<file path="config.mk">
export PLATFORM = sky130hd
export DESIGN_NAME = crc16_frame_gen
export DESIGN_NICKNAME = d
export VERILOG_FILES = /design/src/rtl/crc16_frame_pkg.sv /design/src/rtl/crc16_byte_engine.sv /design/src/rtl/wr_offset_tracker.sv /design/src/rtl/crc16_frame_ctrl.sv /design/src/rtl/crc16_frame_gen.sv
export SDC_FILE = /design/constraint.sdc
export NUM_CORES = 1
export LEC_CHECK = 0
export ABC_AREA = 1
export CORE_ASPECT_RATIO = 0.6
export CORE_MARGIN = 8
export CORE_UTILIZATION = 53
export CTS_CLUSTER_DIAMETER = 200
export DETAILED_ROUTE_END_ITERATION = 12
export PLACE_DENSITY = 0.84
export SYNTH_ARGS = -nofsm -noshare
export SYNTH_HDL_FRONTEND = slang
export SYNTH_SLANG_ARGS = --single-unit
</file>
<file path="constraint.sdc">
create_clock -name clk -period 3.7 [get_ports clk]
set_input_delay 0.74 -clock clk [delete_from_list [all_inputs] [get_ports clk]]
set_output_delay 0.74 -clock clk [all_outputs]
set_load 0.1 [all_outputs]
</file>
<file path="src/rtl/crc16_frame_pkg.sv">
package crc16_frame_pkg;

    localparam int CRC_W  = 16;
    localparam int BYTE_W = 8;

    typedef enum logic [2:0] {
        ST_IDLE,
        ST_RD_HEAD,
        ST_RD_BODY,
        ST_WR_HEAD,
        ST_WR_BODY,
        ST_SEND_LO,
        ST_SEND_HI
    } frame_state_t;

    // Fold one byte into a reflected CRC register, least significant bit first.
    function automatic logic [CRC_W-1:0] crc_fold_byte(
        input logic [CRC_W-1:0]  cur,
        input logic [BYTE_W-1:0] din,
        input logic [CRC_W-1:0]  taps
    );
        logic [CRC_W-1:0] c;
        logic             fb;
        c = cur;
        for (int i = 0; i < BYTE_W; i++) begin
            fb = c[0] ^ din[i];
            c  = c >> 1;
            if (fb) c = c ^ taps;
        end
        return c;
    endfunction

endpackage

</file>
<file path="src/rtl/crc16_byte_engine.sv">
module crc16_byte_engine
    import crc16_frame_pkg::*;
#(
    parameter logic [CRC_W-1:0] TAPS      = 16'hA001,
    parameter logic [CRC_W-1:0] CLEAR_VAL = 16'h0000
) (
    input  logic              clk,
    input  logic              rst_n,
    input  logic              clr,
    input  logic              feed,
    input  logic [BYTE_W-1:0] din,
    output logic [CRC_W-1:0]  crc
);

    always_ff @(posedge clk) begin
        if (!rst_n)    crc <= CLEAR_VAL;
        else if (clr)  crc <= CLEAR_VAL;
        else if (feed) crc <= crc_fold_byte(crc, din, TAPS);
    end

    // with nothing fed and no clear, the register holds its value
    a_r7_hold_when_idle: assert property (@(posedge clk) disable iff (!rst_n)
        (!clr && !feed) |=> $stable(crc));

    // a clear always leaves the clear value behind
    a_r8_clear_loads_init: assert property (@(posedge clk) disable iff (!rst_n)
        clr |=> (crc == CLEAR_VAL));

endmodule

</file>
<file path="src/rtl/wr_offset_tracker.sv">
module wr_offset_tracker #(
    parameter int OFFSET_W   = 5,
    parameter int END_OFFSET = 31
) (
    input  logic                clk,
    input  logic                rst_n,
    input  logic                clr,
    input  logic                load,
    input  logic [OFFSET_W-1:0] load_val,
    input  logic                step,
    output logic                end_seen
);

    localparam logic [OFFSET_W-1:0] LAST_OFS = OFFSET_W'(END_OFFSET);

    logic [OFFSET_W-1:0] offset;

    always_ff @(posedge clk) begin
        if (!rst_n) begin
            offset   <= '0;
            end_seen <= 1'b0;
        end else if (clr) begin
            offset   <= '0;
            end_seen <= 1'b0;
        end else if (load) begin
            offset   <= load_val;
        end else if (step) begin
            offset <= offset + 1'b1;
            if (offset == LAST_OFS) end_seen <= 1'b1;
        end
    end

    // once the last offset has been written, the flag stays until a clear
    a_r6_end_sticky: assert property (@(posedge clk) disable iff (!rst_n)
        (end_seen && !clr) |=> end_seen);

    // each data byte advances the offset by one
    a_r5_offset_steps: assert property (@(posedge clk) disable iff (!rst_n)
        (step && !load && !clr) |=> (offset == $past(offset) + 1'b1));

endmodule

</file>
<file path="src/rtl/crc16_frame_ctrl.sv">
module crc16_frame_ctrl
    import crc16_frame_pkg::*;
#(
    parameter int HEAD_BYTES = 3,
    parameter int TA1_INDEX  = 1
) (
    input  logic clk,
    input  logic rst_n,
    input  logic txn_start,
    input  logic txn_write,
    input  logic pass_start,
    input  logic pass_end,
    input  logic byte_valid,
    input  logic out_ready,
    input  logic end_seen,
    output logic crc_clr,
    output logic crc_feed,
    output logic trk_clr,
    output logic trk_load,
    output logic trk_step,
    output logic out_valid,
    output logic send_hi
);

    localparam int HCW = $clog2(HEAD_BYTES + 1);
    localparam logic [HCW-1:0] HEAD_LAST = HCW'(HEAD_BYTES - 1);
    localparam logic [HCW-1:0] TA1_POS   = HCW'(TA1_INDEX);

    frame_state_t   state, nstate;
    logic [HCW-1:0] hdr_cnt, nhdr;
    logic           any_start;
    logic           in_frame;

    assign any_start = txn_start | pass_start;
    assign in_frame  = (state == ST_RD_HEAD) || (state == ST_RD_BODY) ||
                       (state == ST_WR_HEAD) || (state == ST_WR_BODY);

    // state register
    always_ff @(posedge clk) begin
        if (!rst_n) begin
            state   <= ST_IDLE;
            hdr_cnt <= '0;
        end else begin
            state   <= nstate;
            hdr_cnt <= nhdr;
        end
    end

    // next state
    always_comb begin
        nstate = state;
        nhdr   = hdr_cnt;
        if (txn_start) begin
            nstate = txn_write ? ST_WR_HEAD : ST_RD_HEAD;
            nhdr   = '0;
        end else if (pass_start) begin
            nstate = ST_RD_BODY;
            nhdr   = '0;
        end else begin
            unique case (state)
                ST_IDLE: ;
                ST_RD_HEAD: begin
                    if (pass_end) nstate = ST_SEND_LO;
                    else if (byte_valid) begin
                        if (hdr_cnt == HEAD_LAST) begin
                            nstate = ST_RD_BODY;
                            nhdr   = '0;
                        end else begin
                            nhdr = hdr_cnt + 1'b1;
                        end
                    end
                end
                ST_RD_BODY: begin
                    if (pass_end) nstate = ST_SEND_LO;
                end
                ST_WR_HEAD: begin
                    if (pass_end) nstate = end_seen ? ST_SEND_LO : ST_IDLE;
                    else if (byte_valid) begin
                        if (hdr_cnt == HEAD_LAST) begin
                            nstate = ST_WR_BODY;
                            nhdr   = '0;
                        end else begin
                            nhdr = hdr_cnt + 1'b1;
                        end
                    end
                end
                ST_WR_BODY: begin
                    if (pass_end) nstate = end_seen ? ST_SEND_LO : ST_IDLE;
                end
                ST_SEND_LO: begin
                    if (out_ready) nstate = ST_SEND_HI;
                end
                ST_SEND_HI: begin
                    if (out_ready) nstate = ST_IDLE;
                end
                default: nstate = ST_IDLE;
            endcase
        end
    end

    // outputs
    always_comb begin
        crc_clr   = any_start;
        trk_clr   = any_start;
        crc_feed  = !any_start && !pass_end && byte_valid && in_frame;
        trk_load  = crc_feed && (state == ST_WR_HEAD) && (hdr_cnt == TA1_POS);
        trk_step  = crc_feed && (state == ST_WR_BODY);
        out_valid = (state == ST_SEND_LO) || (state == ST_SEND_HI);
        send_hi   = (state == ST_SEND_HI);
    end

    // the low byte, once accepted, is followed by the high byte
    a_r2_lo_then_hi: assert property (@(posedge clk) disable iff (!rst_n)
        ((state == ST_SEND_LO) && out_ready && !any_start) |=> (state == ST_SEND_HI));

    // a write that never reached the last offset does not send
    a_r6_no_send_on_miss: assert property (@(posedge clk) disable iff (!rst_n)
        (((state == ST_WR_HEAD) || (state == ST_WR_BODY)) && pass_end && !end_seen && !any_start)
        |=> !out_valid);

    // a read pass always ends in a send
    a_r3_read_sends: assert property (@(posedge clk) disable iff (!rst_n)
        (((state == ST_RD_HEAD) || (state == ST_RD_BODY)) && pass_end && !any_start)
        |=> (state == ST_SEND_LO));

endmodule

</file>
<file path="src/rtl/crc16_frame_gen.sv">
module crc16_frame_gen
    import crc16_frame_pkg::*;
#(
    parameter logic [CRC_W-1:0] TAPS       = 16'hA001,
    parameter logic [CRC_W-1:0] CLEAR_VAL  = 16'h0000,
    parameter int               HEAD_BYTES = 3,
    parameter int               OFFSET_W   = 5,
    parameter int               END_OFFSET = 31
) (
    input  logic              clk,
    input  logic              rst_n,
    input  logic              txn_start,
    input  logic              txn_write,
    input  logic              pass_start,
    input  logic              pass_end,
    input  logic              byte_valid,
    input  logic [BYTE_W-1:0] byte_in,
    input  logic              out_ready,
    output logic              out_valid,
    output logic [BYTE_W-1:0] out_byte,
    output logic [CRC_W-1:0]  crc_now
);

    logic crc_clr, crc_feed, trk_clr, trk_load, trk_step, send_hi, end_seen;

    crc16_frame_ctrl #(
        .HEAD_BYTES (HEAD_BYTES),
        .TA1_INDEX  (1)
    ) u_ctrl (
        .clk        (clk),
        .rst_n      (rst_n),
        .txn_start  (txn_start),
        .txn_write  (txn_write),
        .pass_start (pass_start),
        .pass_end   (pass_end),
        .byte_valid (byte_valid),
        .out_ready  (out_ready),
        .end_seen   (end_seen),
        .crc_clr    (crc_clr),
        .crc_feed   (crc_feed),
        .trk_clr    (trk_clr),
        .trk_load   (trk_load),
        .trk_step   (trk_step),
        .out_valid  (out_valid),
        .send_hi    (send_hi)
    );

    crc16_byte_engine #(
        .TAPS      (TAPS),
        .CLEAR_VAL (CLEAR_VAL)
    ) u_engine (
        .clk   (clk),
        .rst_n (rst_n),
        .clr   (crc_clr),
        .feed  (crc_feed),
        .din   (byte_in),
        .crc   (crc_now)
    );

    wr_offset_tracker #(
        .OFFSET_W   (OFFSET_W),
        .END_OFFSET (END_OFFSET)
    ) u_track (
        .clk      (clk),
        .rst_n    (rst_n),
        .clr      (trk_clr),
        .load     (trk_load),
        .load_val (byte_in[OFFSET_W-1:0]),
        .step     (trk_step),
        .end_seen (end_seen)
    );

    assign out_byte = send_hi ? ~crc_now[CRC_W-1:BYTE_W] : ~crc_now[BYTE_W-1:0];

    // a byte offered but not taken stays put
    a_r2_hold_under_stall: assert property (@(posedge clk) disable iff (!rst_n)
        (out_valid && !out_ready && !txn_start && !pass_start)
        |=> (out_valid && $stable(out_byte)));

    // while sending, the register does not move unless a new pass starts
    a_r7_frozen_while_sending: assert property (@(posedge clk) disable iff (!rst_n)
        (out_valid && !txn_start && !pass_start) |=> $stable(crc_now));

endmodule

</file>
==> Word-level counts from Yosys, hierarchy flattened <==
Cells that the tools add are included.
{ "op_classes": {"addsub": 2, "n_eq_ne": 18, "muxes": 48, "bitwise": 22, "reduce_logical": 20} }
{ "ops": {"columns": ["operator", "count"], "rows": [
  ["2-to-1 mux 16 bit", 29],
  ["2-to-1 mux 3 bit", 13],
  ["NOT 2 -> 3 bit", 8],
  ["case mux 3 bit (7 select lines)", 1],
  ["inequality test 4 bit, second input constant", 4],
  ["NOT 8 bit", 2],
  ["inequality test 5 bit, second input constant", 3],
  ["2-to-1 mux 5 bit", 2],
  ["equality test 3 bit, second input constant", 3],
  ["AND reduction 9 bit", 1],
  ["2-to-1 mux 8 bit", 1],
  ["bitwise XOR 1 bit", 8],
  ["equality test 3 x 2 -> 1 bit, second input constant", 2],
  ["logical AND 1 bit", 6],
  ["AND reduction 3 bit", 2],
  ["adder 5 x 1 -> 5 bit, second input constant", 1],
  ["equality test 5 bit, second input constant", 1],
  ["inequality test 5 x 4 -> 1 bit, second input constant", 1],
  ["logical OR 1 bit", 4],
  ["2-to-1 mux 2 bit", 2],
  ["OR reduction 2 bit", 2],
  ["equality test 3 x 1 -> 1 bit, second input constant", 1],
  ["logical NOT 3 bit", 1],
  ["inequality test 3 bit, second input constant", 1],
  ["other kinds (8)", 11]
]} }
{ "totals": {"register_bits": 27, "input_bits": 16, "out_inout_bits": 25, "elab_cells": 115} }

==> Logic depth before layout (Yosys ltp) <==
{ "logic_depth": {"depth_word": 40, "mapped_depth": 14, "ltp_nobuf": 14} }

==> Modules after synthesis <==
A second synthesis with hierarchy kept.
{ "unflattened": {"hier_cells": 313, "hier_area_um2": 2028.2} }
{ "by_module_without_submodules": {"columns": ["module", "n_inst", "cells_each", "area_per_inst_um2", "seq_area_each_um2"], "rows": [
  ["crc16_byte_engine", 1, 134, 997.2, 320.3],
  ["crc16_frame_ctrl", 1, 87, 489.2, 100.1],
  ["wr_offset_tracker", 1, 50, 364.1, 120.1],
  ["crc16_frame_gen", 1, 42, 177.7, 0.0]
]} }

==> Worst setup path after synthesis <==
Ideal clock, no wire load.
{ "synth_timing": {"kind": "flip-flop to output port", "from": "register u_engine.crc[2]", "to": "output out_byte[2]", "arrival_ns": 2.953, "required_time_ns": 2.960, "path_slack_ns": 0.007, "stages_incl_launch_ff": 2, "cell_sequence": "dfxtp_1 o21ai_0"} }
{ "synth_between": {"elab_chain_cells": 2} }
{ "synth_rtl": {"columns": ["element", "line_no", "source"], "rows": [
  ["start: declaration", "crc16_byte_engine.sv:12", "output logic [CRC_W-1:0] crc"],
  ["start signal: assignment", "crc16_byte_engine.sv:18", "else if (feed) crc <= crc_fold_byte(crc, din, TAPS);"],
  ["NOT 8 bit", "crc16_frame_gen.sv:73", "assign out_byte = send_hi ? ~crc_now[CRC_W-1:BYTE_W] : ~crc_now[BYTE_W-1:0];"],
  ["2-to-1 mux 8 bit", "crc16_frame_gen.sv:73", null],
  ["end: declaration", "crc16_frame_gen.sv:20", "output logic [BYTE_W-1:0] out_byte,"]
]} }
No other way between the ends.

==> Worst setup path in the final report <==
{ "layout_timing": {"from": "register u_ctrl.state[1]", "to": "output out_byte[3]"} }
{ "layout_between": {"elab_chain_cells": 2} }
{ "layout_rtl": {"columns": ["element", "line_no", "source"], "rows": [
  ["start: declaration", "crc16_frame_ctrl.sv:29", "frame_state_t state, nstate;"],
  ["start signal: assignment", "crc16_frame_ctrl.sv:44", "state <= nstate;"],
  ["equality test 3 bit", "crc16_frame_ctrl.sv:109", "send_hi = (state == ST_SEND_HI);"],
  ["2-to-1 mux 8 bit", "crc16_frame_gen.sv:73", null]
]} }
No other way between the ends.

==> impl_summary.log <==
INFO  metric outcome = completed
INFO  metric area_growth = 27.5%
INFO  metric detail-route-antenna-nets = 0
INFO  metric post_route_cells_drive_above_1_share = 0.0822
INFO  metric boundaryPins = 41
INFO  metric residual_drc_count = 0
INFO  metric hold_viol = 0
INFO  metric start_util = 0.566
INFO  metric cp_cell_sequence = nand3_1 -> inv_1 -> nand2_1 -> o21ai_0 -> buf_4
INFO  metric grt_start_max_net_pins = 20
INFO  metric holdBufCountCts = 0
INFO  metric drv_slew = 0
INFO  metric port_buffers = 40
INFO  metric reg2reg_slack = roughly 1800 ps
INFO  metric edff_count_synth = 0
INFO  metric htree_num_levels = 1
INFO  metric place_hpwl = approximately 3500 um
INFO  metric vias = between 1500 and 2000
INFO  metric floorplan.die_area = 5230 um^2
INFO  metric grt_antenna_before_repair = 0
INFO  metric hold_class = flop to flop
INFO  metric ys_ff_latch = 27
INFO  metric coreArea = between 2000 and 3000 um^2
INFO  metric total_global_routing_overflow = 0
INFO  metric fin_setup_tns = 0 ps
INFO  metric power.density = about 290 nW/um^2
INFO  metric synth.distinct_cells = 27
INFO  metric synth_ff_type = sky130_fd_sc_hd__dfxtp_1
INFO  metric max-clock-path-buffers = 2
INFO  metric viasPerCell = ~5.3
INFO  metric finalWirelength = roughly 4500 um
INFO  metric worst-path-buf-inv = 2
INFO  metric setup-violations-final = 0
INFO  metric cts.reportedPaths.clkPinSlew = about 90 ps
INFO  metric detailedRoute.firstPassIterationCount = 5
INFO  metric min_delay_path_depth = 2
INFO  metric final_net_count = around 310
INFO  metric timing.max_slew.rel_slack = 0.335
INFO  metric yosysMostFrequentCell = sky130_fd_sc_hd__nand2_1
INFO  metric max-cap-violations = 0
INFO  metric grt_first_pass_wirelength = around 7400 um
INFO  metric clk_root_buf = sky130_fd_sc_hd__clkbuf_8
INFO  metric critical_path.reg2reg.endpoint = u_engine.crc[0]
INFO  metric cp_data_arrival_time = 2010 ps
INFO  metric synth.yosys.seq_area_share = 0.326
INFO  metric cp_slowest_stage_delay = between 500 and 600 ps
INFO  metric critical_path.max_fanout = 12
INFO  metric place_ws = 996 ps
INFO  metric synth_commonest_cells = sky130_fd_sc_hd__nand2_1 (70), sky130_fd_sc_hd__inv_1 (32), sky130_fd_sc_hd__o21ai_0 (29), sky130_fd_sc_hd__dfxtp_1 (27), sky130_fd_sc_hd__a21oi_1 (21)
INFO  metric final_critical_path_setup_slack = around 950 ps
INFO  metric numPlacedInstances = between 300 and 400
INFO  metric synthesis.instances = around 250
INFO  metric grt_setup_unrepaired = no
INFO  metric synth-warning-count = 0
INFO  metric path_depth_of_the_worst_reg2reg_path = 9
INFO  metric post-route-min-period = roughly 2700 ps
INFO  metric max-vdd-ir-drop = roughly 240 uV
INFO  metric detailedRoute.firstIterationViolations = 183
INFO  metric first_global_vias = approximately 1600
INFO  metric gp_routability_congestion = approximately 0.97
INFO  metric timing.critical_path.to_type = output pin
INFO  metric clock_sink_count = 27
INFO  metric cts.repair.resized = 0
INFO  metric antenna_diode_count = 0
INFO  metric worst_pin_slew = around 1000 ps
INFO  metric p_leak = between 0.9 and 1 nW
INFO  metric placement_rows = 15
INFO  metric numCtsBuffers = 3
INFO  metric worst-setup-path-type = flop to output pin
INFO  metric grtUsageTotal = 0.176
INFO  metric cts_setup_buffers = 0
INFO  metric startpoint_type = flop
INFO  metric crit_required = 2960 ps
INFO  metric average_size_of_a_mapped_cell = between 6 and 7 um^2
INFO  metric synth_top_cells_by_area = sky130_fd_sc_hd__dfxtp_1 (33%), sky130_fd_sc_hd__nand2_1 (16%), sky130_fd_sc_hd__o21ai_0 (8.8%)
INFO  metric post_drt_wl_per_cell = around 13 um
INFO  metric clock_skew = between 2 and 2.5 ps
INFO  metric die_w = slightly below 90 um
INFO  metric clk_lat_worst_skew = between 200 and 300 ps
INFO  metric syn-num-nets = 271
INFO  metric synthDominantCellAreaShare = 0.326
INFO  metric timing.final.crit_share = 0.742
INFO  metric post_synth_instance_area = roughly 1700 um^2
INFO  metric cpMaxStageDelayCell = sky130_fd_sc_hd__dfxtp_1
INFO  metric floorplan.die.height = about 59 um
INFO  metric max_clock_freq = around 0.36 GHz
INFO  metric tritoncts = yes
INFO  metric crit_family = buffers and inverters
INFO  metric final_standard_cell_count_with_taps_included_and_fillers_excluded = 334
INFO  metric synth_top_cell_by_area = sky130_fd_sc_hd__dfxtp_1
INFO  metric async_flop_share = 0
INFO  metric timing.hold.worst.start = u_track.offset[3]
INFO  metric hold_path_end = u_track.offset[3]
INFO  metric worst_r2r_startpoint = u_ctrl.state[1]
[layout make-up]
class | count | area, um^2
Multi-Input combinational cell | 187 | 965
Inverter | 33 | 124
Timing Repair Buffer | 41 | 385
Tap cell | 42 | 52.6
Fill cell | 270 | 816
Clock buffer | 4 | 45.0
Sequential cell | 27 | 541
[cells in the final DEF, fill, tap and decap left out, types with 2 or more instances in the layout]
| cell | count |
|---|---|
| sky130_fd_sc_hd__nand2_1 | 70 |
| sky130_fd_sc_hd__inv_1 | 32 |
| sky130_fd_sc_hd__clkdlybuf4s50_1 | 31 |
| sky130_fd_sc_hd__o21ai_0 | 29 |
| sky130_fd_sc_hd__dfxtp_1 | 27 |
| sky130_fd_sc_hd__a21oi_1 | 21 |
| sky130_fd_sc_hd__nor2_1 | 15 |
| sky130_fd_sc_hd__nand3_1 | 10 |
| sky130_fd_sc_hd__xor2_1 | 10 |
| sky130_fd_sc_hd__buf_4 | 10 |
| sky130_fd_sc_hd__xnor2_1 | 7 |
| sky130_fd_sc_hd__a31oi_1 | 5 |
| sky130_fd_sc_hd__nand2_2 | 3 |
| sky130_fd_sc_hd__clkbuf_8 | 3 |
| sky130_fd_sc_hd__nor2_2 | 2 |
| sky130_fd_sc_hd__nand4_1 | 2 |
| sky130_fd_sc_hd__nand3_2 | 2 |
| sky130_fd_sc_hd__a221oi_1 | 2 |
| sky130_fd_sc_hd__ha_1 | 2 |
[worst register-to-register path, stage by stage (launching register included)]
cell	delay [ps]
sky130_fd_sc_hd__dfxtp_1	510
sky130_fd_sc_hd__nor2_1	100
sky130_fd_sc_hd__nand2_1	160
sky130_fd_sc_hd__nand2_1	90
sky130_fd_sc_hd__nand2_2	300
sky130_fd_sc_hd__inv_2	200
sky130_fd_sc_hd__nand2_1	140
sky130_fd_sc_hd__nand3_1	120
sky130_fd_sc_hd__a21oi_1	170
sky130_fd_sc_hd__nor2_1	60
[kinds of logic (layout without fill, tap and decap cells)]
| kind of cell | count (synthesis) | in the layout | share of synthesized area |
|---|---|---|---|
| simple gates | 108 | 108 | 0.281 |
| compound gates | 59 | 59 | 0.190 |
| buf+inv | 39 | 78 | 0.0914 |
| flops | 27 | 27 | 0.326 |
| xor+xnor | 17 | 17 | 0.0899 |
| fa+ha+maj | 2 | 2 | 0.0151 |
| mux | 1 | 1 | 0.00604 |
[report_power, final]
part | switching [mW] | internal (mW) | total, mW
Clock | 0.0906 | 0.0772 | 0.168
Combinational | 0.0895 | 0.0476 | 0.137
Sequential | 0.00676 | 0.295 | 0.301
Total | 0.187 | 0.419 | 0.606
[how the worst max path moves through the flow]
stage               startpoint              end  slack, ps  depth (start not counted)
5_1_grt        u_ctrl.state[1]      out_byte[5]        790                          5
4_1_cts        u_ctrl.state[1]      out_byte[3]        990                          5
2_1_floorplan  u_engine.crc[2]      out_byte[2]          7                          1
3_5_place_dp        pass_start  u_engine.crc[0]       1000                         11
3_3_place_gp        pass_start  u_engine.crc[0]       1100                         11
6_report       u_ctrl.state[1]      out_byte[3]        950                          5
[sequential cells by signal (all words and copies together), names as in the netlist]
name,flops
u_engine.crc,16
u_ctrl.hdr_cnt,2
u_track.offset,5
u_track.end_seen,1
u_ctrl.state,3
[per-layer routing]
metal / global-route usage / share of wire / vias up
met5: 0 / 0 / -
met2: 0.240 / 0.39 / 71
li1: - / - / 896
met3: 0.0719 / 0.10 / 2
met4: 0.0215 / 0.0018 / 0
met1: 0.250 / 0.50 / 787
[per-stage QoR]
stage               total power, mW  area [um^2]  hold slack, ps  utilization
floorplan                     0.401         1660             454            -
global placement              0.441         2070             484        0.706
detailed placement            0.442         2070             477        0.706
CTS                           0.607         2110             491        0.721
global route                  0.636         2110             521        0.721
finish                        0.606         2110             490        0.721
Note: power is estimated with default switching activity, not from simulation.
